## config.mk

```make
export PLATFORM = sky130hd
export DESIGN_NAME = sdram_powerup_seq
export DESIGN_NICKNAME = d
export VERILOG_FILES = /design/src/rtl/sdram_powerup_seq.sv
export SDC_FILE = /design/constraint.sdc
export NUM_CORES = 1
export LEC_CHECK = 0
export BUFFER_PORTS_ARGS = -buffer_cell sky130_fd_sc_hd__buf_4
export CORE_UTILIZATION = 54
export CTS_BUF_LIST = sky130_fd_sc_hd__clkbuf_4 sky130_fd_sc_hd__clkbuf_8 sky130_fd_sc_hd__clkbuf_16
export DETAILED_ROUTE_END_ITERATION = 12
export PLACE_DENSITY = 0.88
export REMOVE_ABC_BUFFERS = 1
export SKIP_CTS_REPAIR_TIMING = 1
export SYNTH_ARGS = -nofsm -noshare
export SYNTH_HDL_FRONTEND = slang
export SYNTH_SLANG_ARGS = --single-unit
```

## constraint.sdc

```tcl
create_clock -name clk -period 2.75 [get_ports clk]
set_input_delay 0.55 -clock clk [delete_from_list [all_inputs] [get_ports clk]]
set_output_delay 0.55 -clock clk [all_outputs]
set_load 0.03 [all_outputs]
```

## src/rtl/sdram_powerup_seq.sv

```systemverilog
module sdram_powerup_seq #(
  parameter int CLK_MHZ   = 100,
  parameter int PAUSE_US  = 200,
  parameter int T_RP      = 3,
  parameter int T_MRD     = 2,
  parameter int T_RC      = 7,
  parameter int REF_COUNT = 8,
  parameter int CAS_LAT   = 3,
  parameter int ADDR_W    = 13
) (
  input  logic              clk,
  input  logic              rst_n,
  input  logic [2:0]        burst_len_code,
  input  logic              burst_interleave,
  input  logic              single_write,
  output logic              cke,
  output logic              cs_n,
  output logic              ras_n,
  output logic              cas_n,
  output logic              we_n,
  output logic              dqm,
  output logic [1:0]        ba,
  output logic [ADDR_W-1:0] addr,
  output logic              init_done
);

  localparam int PAUSE_CLKS = PAUSE_US * CLK_MHZ;
  localparam int MAX_A = (PAUSE_CLKS > T_RC) ? PAUSE_CLKS : T_RC;
  localparam int MAX_B = (T_RP > T_MRD) ? T_RP : T_MRD;
  localparam int MAXW  = (MAX_A > MAX_B) ? MAX_A : MAX_B;
  localparam int CW    = $clog2(MAXW + 1);
  localparam int RW    = $clog2(REF_COUNT + 1);
  localparam logic [CW-1:0] PAUSE_LD = CW'(PAUSE_CLKS - 1);
  localparam logic [CW-1:0] RP_LD    = CW'(T_RP - 2);
  localparam logic [CW-1:0] MRD_LD   = CW'(T_MRD - 2);
  localparam logic [CW-1:0] RC_LD    = CW'(T_RC - 2);

  if (CAS_LAT != 2 && CAS_LAT != 3) begin : g_bad_cas
    $error("sdram_powerup_seq: CAS_LAT must be 2 or 3");
  end
  if (T_RP < 2 || T_MRD < 2 || T_RC < 2 || REF_COUNT < 1 || ADDR_W < 11 || PAUSE_CLKS < 1) begin : g_bad_timing
    $error("sdram_powerup_seq: illegal timing or width parameter");
  end

  typedef enum logic [2:0] {
    S_PAUSE, S_PRE, S_RP, S_MRS, S_MRD, S_REF, S_RC, S_DONE
  } st_t;

  st_t           st;
  logic [CW-1:0] cnt;
  logic [RW-1:0] refs_left;

  always_ff @(posedge clk or negedge rst_n) begin
    if (!rst_n) begin
      st        <= S_PAUSE;
      cnt       <= PAUSE_LD;
      refs_left <= RW'(REF_COUNT);
    end else begin
      case (st)
        S_PAUSE: if (cnt == '0) st <= S_PRE; else cnt <= cnt - 1'b1;
        S_PRE: begin
          st  <= S_RP;
          cnt <= RP_LD;
        end
        S_RP:  if (cnt == '0) st <= S_MRS; else cnt <= cnt - 1'b1;
        S_MRS: begin
          st  <= S_MRD;
          cnt <= MRD_LD;
        end
        S_MRD: if (cnt == '0) st <= S_REF; else cnt <= cnt - 1'b1;
        S_REF: begin
          st        <= S_RC;
          cnt       <= RC_LD;
          refs_left <= refs_left - 1'b1;
        end
        S_RC: begin
          if (cnt == '0) st <= (refs_left == '0) ? S_DONE : S_REF;
          else cnt <= cnt - 1'b1;
        end
        default: st <= S_DONE;
      endcase
    end
  end

  wire issue_pre = (st == S_PRE);
  wire issue_mrs = (st == S_MRS);
  wire issue_ref = (st == S_REF);

  assign cke       = 1'b1;
  assign cs_n      = 1'b0;
  assign ras_n     = ~(issue_pre | issue_mrs | issue_ref);
  assign cas_n     = ~(issue_mrs | issue_ref);
  assign we_n      = ~(issue_pre | issue_mrs);
  assign ba        = 2'b00;
  assign init_done = (st == S_DONE);
  assign dqm       = ~init_done;

  always_comb begin
    addr = '0;
    if (issue_pre) addr[10] = 1'b1;
    if (issue_mrs) begin
      addr[2:0] = burst_len_code;
      addr[3]   = burst_interleave;
      addr[6:4] = 3'(CAS_LAT);
      addr[9]   = single_write;
    end
  end

  wire pin_nop = !cs_n &&  ras_n &&  cas_n &&  we_n;
  wire pin_pre = !cs_n && !ras_n &&  cas_n && !we_n;
  wire pin_mrs = !cs_n && !ras_n && !cas_n && !we_n;
  wire pin_ref = !cs_n && !ras_n && !cas_n &&  we_n;

  p_pre_then_nop_r4: assert property (@(posedge clk) disable iff (!rst_n)
    pin_pre |=> pin_nop);
  p_mrs_bank_cke_r5: assert property (@(posedge clk) disable iff (!rst_n)
    pin_mrs |-> (ba == 2'b00 && cke && $past(cke)));
  p_mrs_then_nop_r7: assert property (@(posedge clk) disable iff (!rst_n)
    pin_mrs |=> pin_nop);
  p_ref_then_nop_r8: assert property (@(posedge clk) disable iff (!rst_n)
    pin_ref |=> pin_nop);
  p_done_sticky_r9: assert property (@(posedge clk) disable iff (!rst_n)
    init_done |=> (init_done && pin_nop));
  p_done_unmask_r9: assert property (@(posedge clk) disable iff (!rst_n)
    $rose(init_done) |-> $fell(dqm));
  p_one_cmd_r10: assert property (@(posedge clk) disable iff (!rst_n)
    $onehot0({pin_pre, pin_mrs, pin_ref}) && (pin_pre || pin_mrs || pin_ref || pin_nop));

endmodule

```

Word-level counts from Yosys, hierarchy flattened
Index checks and enable logic that the tools add are counted.
- add/subtract/negate cells: 2
- eq/ne operators: 12
- mux-type cells: 11
- bitwise operators: 7
- reductions and logical operators: 7
- operators with widths (cell ; number):
    one-hot mux 15 bit (4 select lines) ; 1
    one-hot mux 3 bit (7 select lines) ; 1
    logical NOT 15 bit ; 1
    2-to-1 mux 15 bit ; 1
    subtractor 15 x 1 -> 15 bit, second input constant ; 1
    equality test 3 bit, second input constant ; 4
    2-to-1 mux 3 bit ; 4
    != test 2 bit, second input constant ; 5
    equality test 3 x 2 -> 1 bit, second input constant ; 2
    2-to-1 mux 6 bit ; 1
    logical NOT 4 bit ; 1
    inverter 1 bit ; 4
    AND reduction 4 bit ; 1
    nonzero test 4 bit ; 1
    OR reduction 4 bit ; 1
    subtractor 4 x 1 -> 4 bit, second input constant ; 1
    equality test 3 x 1 -> 1 bit, second input constant ; 1
    logical NOT 3 bit ; 1
    bitwise OR 1 bit ; 3
    2-to-1 mux 1 bit ; 2
    2-to-1 mux 2 bit ; 1
    AND reduction 2 bit ; 1
- bits in registers: 22
- input bits: 7

Longest topological paths before layout
Gate-level depths: netlist of run 1.
- depth in word-level cells: 4
- gate-level depth with buffers: 7
- gate-level depth less buffers: 6

Worst setup path after synthesis of run 1
Ideal clock, no wire load.
- path kind: register -> register
- start point: register cnt[0]
- end point: register cnt[1]
- arrival time: 2114 ps
- required time: 2665 ps
- path slack: 551 ps
- cell stages (with the launch flop): 7
- path buffers: 0
- period minus slack after synthesis: 2199 ps
- cells stage by stage: dfstp_2 -> inv_1 -> ha_1 -> or4b_4 -> or4_4 -> o21ai_4 -> mux2_1
- cells in the longest elaborated chain, start to end: 3
- RTL lines (element ; RTL line ; source):
    start: declaration ; 50 ; logic [CW-1:0] cnt;
    start signal: assignment ; 78 ; else cnt <= cnt - 1'b1;
    subtractor 15 x 1 -> 15 bit or logical NOT 15 bit (tied branches) ; - ;
    2-to-1 mux 15 bit or != test 2 bit (tied branches) ; - ;
    one-hot mux 15 bit (4 select lines) or AND reduction 2 bit (tied branches) ; - ;
Several ways; a longest one is shown, not always the timed one. The select of a mux whose other input is x is not followed.
A chain may end at the register's enable or synchronous reset.

Final worst setup path of run 1
- start point: register st[0]
- end point: output addr[0]
- cells in the longest elaborated chain, start to end: 2
- RTL lines (element ; RTL line ; source):
    start: declaration ; 49 ; st_t st;
    start signal: assignment ; 77 ; if (cnt == '0) st <= (refs_left == '0) ? S_DONE : S_REF;
    equality test 3 x 2 -> 1 bit ; 86 ; wire issue_mrs = (st == S_MRS);
    2-to-1 mux 6 bit ; 101 ; if (issue_mrs) begin
    end: declaration ; 23 ; output logic [ADDR_W-1:0] addr,
Every way passes these cells.

==> results of run 1 <==
-- cell type report --
class                   count  share of cell area
clock buffers               4              0.0232
inverters                   7              0.0168
multi-input cells         114               0.466
flip-flops and latches     22               0.360
well taps                  30              0.0240
repair buffers             23               0.110
-- cells in the mapped netlist (2+ instances only) --
cell type	number	share of area
nor2_1	11	0.029
buf_2	2	0.0071
dfrtp_1	12	0.21
xnor2_1	2	0.012
and2_1	6	0.027
a21oi_1	9	0.032
buf_4	12	0.064
nand2b_1	4	0.018
nor4_1	4	0.018
o31ai_1	3	0.016
or4_1	3	0.016
ha_1	4	0.035
inv_1	7	0.019
o211ai_1	2	0.011
mux2i_1	3	0.021
conb_1	2	0.0053
o21a_1	2	0.011
o41ai_1	2	0.012
nand2_1	10	0.027
nand3_1	2	0.0071
or3_1	8	0.035
clkbuf_1	3	0.0080
o21ai_0	4	0.014
dfstp_2	10	0.19
nor3_1	7	0.025
-- layer usage --
layer | part of all wire | vias to the layer above | wire, um | track usage
li1 | - | 564 | - | -
met1 | 0.42 | 576 | 1210 | 0.291
met2 | 0.52 | 39 | 1500 | 0.395
met3 | 0.039 | 5 | 113 | 0.0259
met4 | 0.017 | 0 | 48 | 0.105
met5 | 0 | - | 0 | 0
-- worst paths after layout --
kind	endpoint	depth (start not counted)	slack [ps]	from
hold / removal	cnt[6]	1	100	rst_n
max in group asynchronous	cnt[2]	1	2370	rst_n
min in group clk	cnt[11]	2	490	cnt[11]
setup / recovery	addr[0]	4	420	st[0]
setup reg to reg	cnt[1]	6	420	cnt[0]
hold reg to reg	cnt[11]	2	490	cnt[11]
-- power by group through the flow --
stage	combinational, mW	clock (mW)	sequential [mW]
2_1_floorplan	0.0160	0	0.330
6_report	0.0281	0.182	0.324
4_1_cts	0.0283	0.187	0.324
3_3_place_gp	0.0281	0	0.330
5_1_grt	0.0309	0.199	0.324
3_5_place_dp	0.0284	0	0.330
-- layout by cell type, fill, tap and decap left out, types with 3 or more instances in the layout --
cell type  instances
conb_1             9
buf_4             23
ha_1               4
clkbuf_4           3
nor4_1             4
or3_1              8
nand2b_1           4
or4_1              3
dfstp_2           10
nor2_1            11
mux2i_1            3
nor3_1             7
a21oi_1            9
nand2_1           10
o31ai_1            3
inv_1              7
dfrtp_1           12
o21ai_0            4
and2_1             6
-- sequential cells by signal, summed over array words and instances, names as in the netlist --
register / count
cnt: 15
refs_left: 4
st: 3
-- cells by family (layout without fill, tap and decap cells) --
logic type	Yosys count	count (layout)	share of synthesized area
simple gates	62	62	0.246
compound gates	32	32	0.163
buf+inv	25	34	0.105
flops	22	22	0.398
fa+ha+maj	4	4	0.0354
mux	4	4	0.0292
xor+xnor	3	3	0.0186
other cells	2	9	0.00531
-- per-stage QoR --
| step | hold slack [ps] | setup slack (ps) | std cells | cell area (um^2) |
|---|---|---|---|---|
| after global routing | 102 | 251 | 200 | 1570 |
| after global placement | 448 | 500 | 196 | 1530 |
| after detailed placement | 453 | 446 | 196 | 1530 |
| final | 98.9 | 418 | 200 | 1570 |
| after CTS | 97.4 | 393 | 200 | 1570 |
| after floorplan | 254 | 240 | 143 | 1320 |
==> impl_metrics.csv, run 1 <==
group,metric,value,unit
global_routing,grt_usage,0.232,
final_layout,drive_gt1_frac,0.253,
sta,fmax,0.429,GHz
clocking,cts.reportedPaths.clkPinSlew,120,ps
sta,worst_clock_skew,3.42,ps
sta,setup_viol,0,
global_routing,antenna_found_initial,0,
yosys,syn_area,0.00142,mm^2
pwr,power_leakage,0.692,nW
final_layout,fillers,206,
final_layout,final-seq-area,563,um^2
sta,fin_tns_setup,0,ps
yosys,ys_ff_latch,22,
global_routing,grt_max_degree,23,
worst_setup_path,crit_path_max_incr_delay,580,ps
route,routed_wl,2.86,mm
pwr,pwr-share-seq,0.607,
route,vias,1184,
worst_setup_path,crit_type,"reg -> out",
clocking,ctsHtreeMaxLevel,1,
global_routing,grt_pass1_vias,1064,
pwr,clock_power_share,0.340,
worst_setup_path,crit_slowest_cell,"dfrtp_1",
sta,rsz0062_at_grt,"no",
worst_setup_path,worstSetupStartpointType,"flop",
pwr,intPower,0.411,mW
final_layout,final_core_util,0.632,
route,drc_errors,0,
placed_design,portBuffers,19,
pwr,combPwrFrac,0.053,
pwr,power_switching,0.124,mW
die,initial_utilization,0.571,
yosys,yosys_warnings,0,
clocking,clk_latency,310,ps
worst_setup_path,worstPathCellList,"nand2_1 > nor2_1 > and2_1 > buf_4",
route,dr.pass1.iters,4,
clocking,cts_sinks,22,
worst_setup_path,crit_fanout,12,
sta,hold_viol_final,0,
pwr,power_density,341,mW/mm^2
worst_setup_path,crit_required,2200,ps
yosys,ys_types,45,
worst_setup_path,crit_arrival,1780,ps
die,die_area,0.00283,mm^2
outcome,status,"finished clean",
final_layout,antenna_cells,0,
placed_design,finalWeightedCongestion,0.837,
yosys,synthFlopType,"dfrtp_1",
die,core,0.00248,mm^2
worst_setup_path,worst-path-buf-inv,1,
worst_setup_path,crit_path_end_kind,"output pin",
pwr,finalPower,0.534,mW
pwr,switching_share,0.232,
route,wl_per_cell,14.3,um
yosys,postSynthAreaPerCell,9.19,um^2
die,die_h,53.2,um
die,die_x,53.2,um
placed_design,dpl.hpwl,2.06,mm
global_routing,gr-total-overflow,0,
yosys,synth-edff-count,0,
pwr,ir_drop,0.294,mV
run,cap_viol_max_count,0,
yosys,async_flop_share,1.00,
clocking,cts_buffers,3,
route,ant_nets,0,
final_layout,area_growth,10.6,%
worst_setup_path,cp_top_family,"simple AND/OR/NAND/NOR gates",
clocking,cts_root_buffer,"clkbuf_4",
sta,min_period,2330,ps
die,rows,18,
sta,slew_viol_final,0,
die,ioPinCount,29,
yosys,ys_seq_area_frac,0.398,
final_layout,multi_input_area,729,um^2
route,drtIter0Drc,22,
route,via_per_inst,5.92,
sta,finalCritPeriodShare,0.848,
final_layout,fin_nets,182,
yosys,synthCells,154,
clocking,clock_path_buffers,2,
global_routing,grt_pass1_wl,4.68,mm
min_path,hp-class,"in -> async",
clocking,cts_tree,"built",
Power figures use the tool's default switching activity.
==> run 2: changes to the inputs <==
Settings changed: ABC_AREA set to 1, CORE_UTILIZATION 54 to 49, PLACE_DENSITY 0.88 to 0.84.
Clock period 2.75 ns to 2.1 ns, I/O delays scaled along.
==> impl_metrics.csv, run 2 <==
group,metric,value,unit
yosys,yosysTopAreaCellShare,0.201,
route,wl_per_cell,10.9,um
worst_setup_path,crit_path_end_kind,"output pin",
sta,hold_viol_final,0,
pwr,power_leakage,0.858,nW
route,ant_nets,0,
yosys,async_flop_share,1.00,
yosys,synth-simple-area-share,0.302,
route,vias,1260,
worst_setup_path,crit_slowest_cell,"dfrtp_1",
worst_setup_path,worstSetupStartpointType,"flop",
global_routing,grt_pass1_wl,4.92,mm
global_routing,antenna_found_initial,0,
final_layout,area_growth,10.3,%
outcome,violations,"DRC",
route,routed_wl,2.79,mm
sta,worst_clock_skew,1.30,ps
yosys,synth_fa_ha_area_frac,0.0335,
worst_setup_path,crit_arrival,1490,ps
pwr,combPwrFrac,0.058,
pwr,clock_power_share,0.337,
sta,rsz0062_at_grt,"no",
pwr,finalPower,0.702,mW
die,core,0.00283,mm^2
clocking,ctsHtreeMaxLevel,1,
yosys,synthMuxAreaShare,0,
clocking,clock_path_buffers,2,
final_layout,drive_gt1_frac,0.214,
worst_setup_path,crit_fanout,7,
sta,setup_viol,0,
yosys,yosysTopAreaCell,"dfrtp_1",
worst_setup_path,crit_type,"reg -> out",
yosys,syn_area,0.00149,mm^2
placed_design,place_area,0.00160,mm^2
placed_design,finalWeightedCongestion,0.839,
yosys,yosys_warnings,0,
yosys,synthTopCellsByArea,"dfrtp_1 (20%), dfstp_2 (18%), nand2_1 (13%), nor2_1 (7.5%), inv_1 (6.8%)",
clocking,cts_buffers,3,
yosys,ys_ff_latch,22,
route,via_per_inst,4.94,
yosys,postSynthAreaPerCell,7.25,um^2
final_layout,fin_nets,236,
global_routing,grt_pass1_vias,1147,
final_layout,regMostFlops,"cnt",
route,drc_errors,8,
route,drtIter0Drc,83,
clocking,cts_sinks,22,
worst_setup_path,critPathMostFrequentCell,"nor2_1",
worst_setup_path,worst-path-buf-inv,2,
pwr,ir_drop,0.221,mV
pwr,power_switching,0.162,mW
yosys,ys_seq_area_frac,0.377,
final_layout,largest_reg_flops,15,
pwr,pwr-share-seq,0.605,
route,dr.pass1.iters,8,
final_layout,fillers,254,
final_layout,final_cell_mix,"nand2_1 (53), nor2_1 (30), inv_1 (27)",
die,die_x,57.2,um
pwr,intPower,0.540,mW
sta,slew_viol_final,0,
clocking,clk_latency,310,ps
global_routing,grt_usage,0.192,
global_routing,grt_max_degree,26,
clocking,cts_root_buffer,"clkbuf_4",
yosys,ys_top_cells_by_count,"nand2_1 (53), nor2_1 (30), inv_1 (27)",
final_layout,fin_area,0.00165,mm^2
outcome,status,"finished, violations left",
yosys,synth-edff-count,0,
worst_setup_path,crit_path_max_incr_delay,440,ps
die,rows,19,
die,die_area,0.00327,mm^2
sta,fmax,0.524,GHz
sta,finalCritPeriodShare,0.909,
yosys,ys_types,27,
run,cap_viol_max_count,0,
yosys,synthFlopType,"dfrtp_1",
placed_design,portBuffers,19,
yosys,yosys.area_share.xor_xnor,0.0411,
pwr,switching_share,0.231,
die,initial_utilization,0.528,
yosys,synth_most_common_cell,"nand2_1",
placed_design,dpl.hpwl,2.06,mm
clocking,cts.reportedPaths.clkPinSlew,120,ps
final_layout,largest_registers,"cnt (15), refs_left (4), st (3)",
worst_setup_path,worstPathCellList,"nand2_1 > nor2_1 > inv_1 > nor2_1 > buf_4",
global_routing,gr-total-overflow,0,
min_path,hp-class,"reg -> reg",
die,die_h,57.2,um
final_layout,antenna_cells,0,
sta,min_period,1910,ps
yosys,synth_compound_area_frac,0.0889,
yosys,synthCells,206,
clocking,cts_tree,"built",
pwr,power_density,426,mW/mm^2
worst_setup_path,crit_required,1680,ps
final_layout,layout_commonest_cell,"nand2_1",
yosys,synth_top_family_by_area,"simple AND/OR/NAND/NOR gates",
worst_setup_path,cp_top_family,"flip-flops",
die,ioPinCount,29,
-- run 2: kinds of logic after synthesis --
logic type / after synthesis
other cells: 2
xor+xnor: 7
compound gates: 19
simple gates: 108
flops: 22
buf+inv: 44
fa+ha+maj: 4
-- run 2: power groups by stage --
stage	combinational [mW]	sequential [mW]	clock [mW]
after detailed placement	0.0393	0.432	0
final	0.0404	0.425	0.237
after global routing	0.0439	0.425	0.264
after global placement	0.0391	0.432	0
after floorplan	0.0226	0.432	0
after CTS	0.0394	0.425	0.248
-- run 2: cell type report --
type | count | area [um^2] | area share
tap | 31 | 38.8 | 0.0236
multi-input combinational | 147 | 728 | 0.442
sequential | 22 | 564 | 0.343
inverter | 29 | 111 | 0.0676
clock buffer | 4 | 36.3 | 0.0220
timing repair buffer | 22 | 168 | 0.102
-- run 2: per-stage QoR --
stage	TNS, ps	std cells	hold slack [ps]	utilization	worst slack [ps]
finish	0	255	472	0.582	192
global route	0	255	503	0.582	23.0
CTS	0	254	-31.6	0.578	87.6
detailed placement	0	250	324	0.565	468
global placement	0	250	323	0.565	491
floorplan	-2670	198	124	-	-507
-- run 2: routing by layer --
metal	vias up	track usage	wire length (um)
li1	648	-	-
met1	576	0.263	1320
met2	32	0.314	1330
met3	4	0.0295	105
met4	0	0.0627	36
met5	-	0	0
-- run 2: worst paths after layout --
path	from	to	slack, ps	cells after the start
min	refs_left[0]	refs_left[0]	470	1
min reg2reg	refs_left[0]	refs_left[0]	470	1
min in group asynchronous	rst_n	refs_left[0]	530	2
max in group asynchronous	rst_n	cnt[1]	1300	2
max reg2reg	cnt[0]	cnt[12]	450	8
max	st[1]	addr[2]	190	5
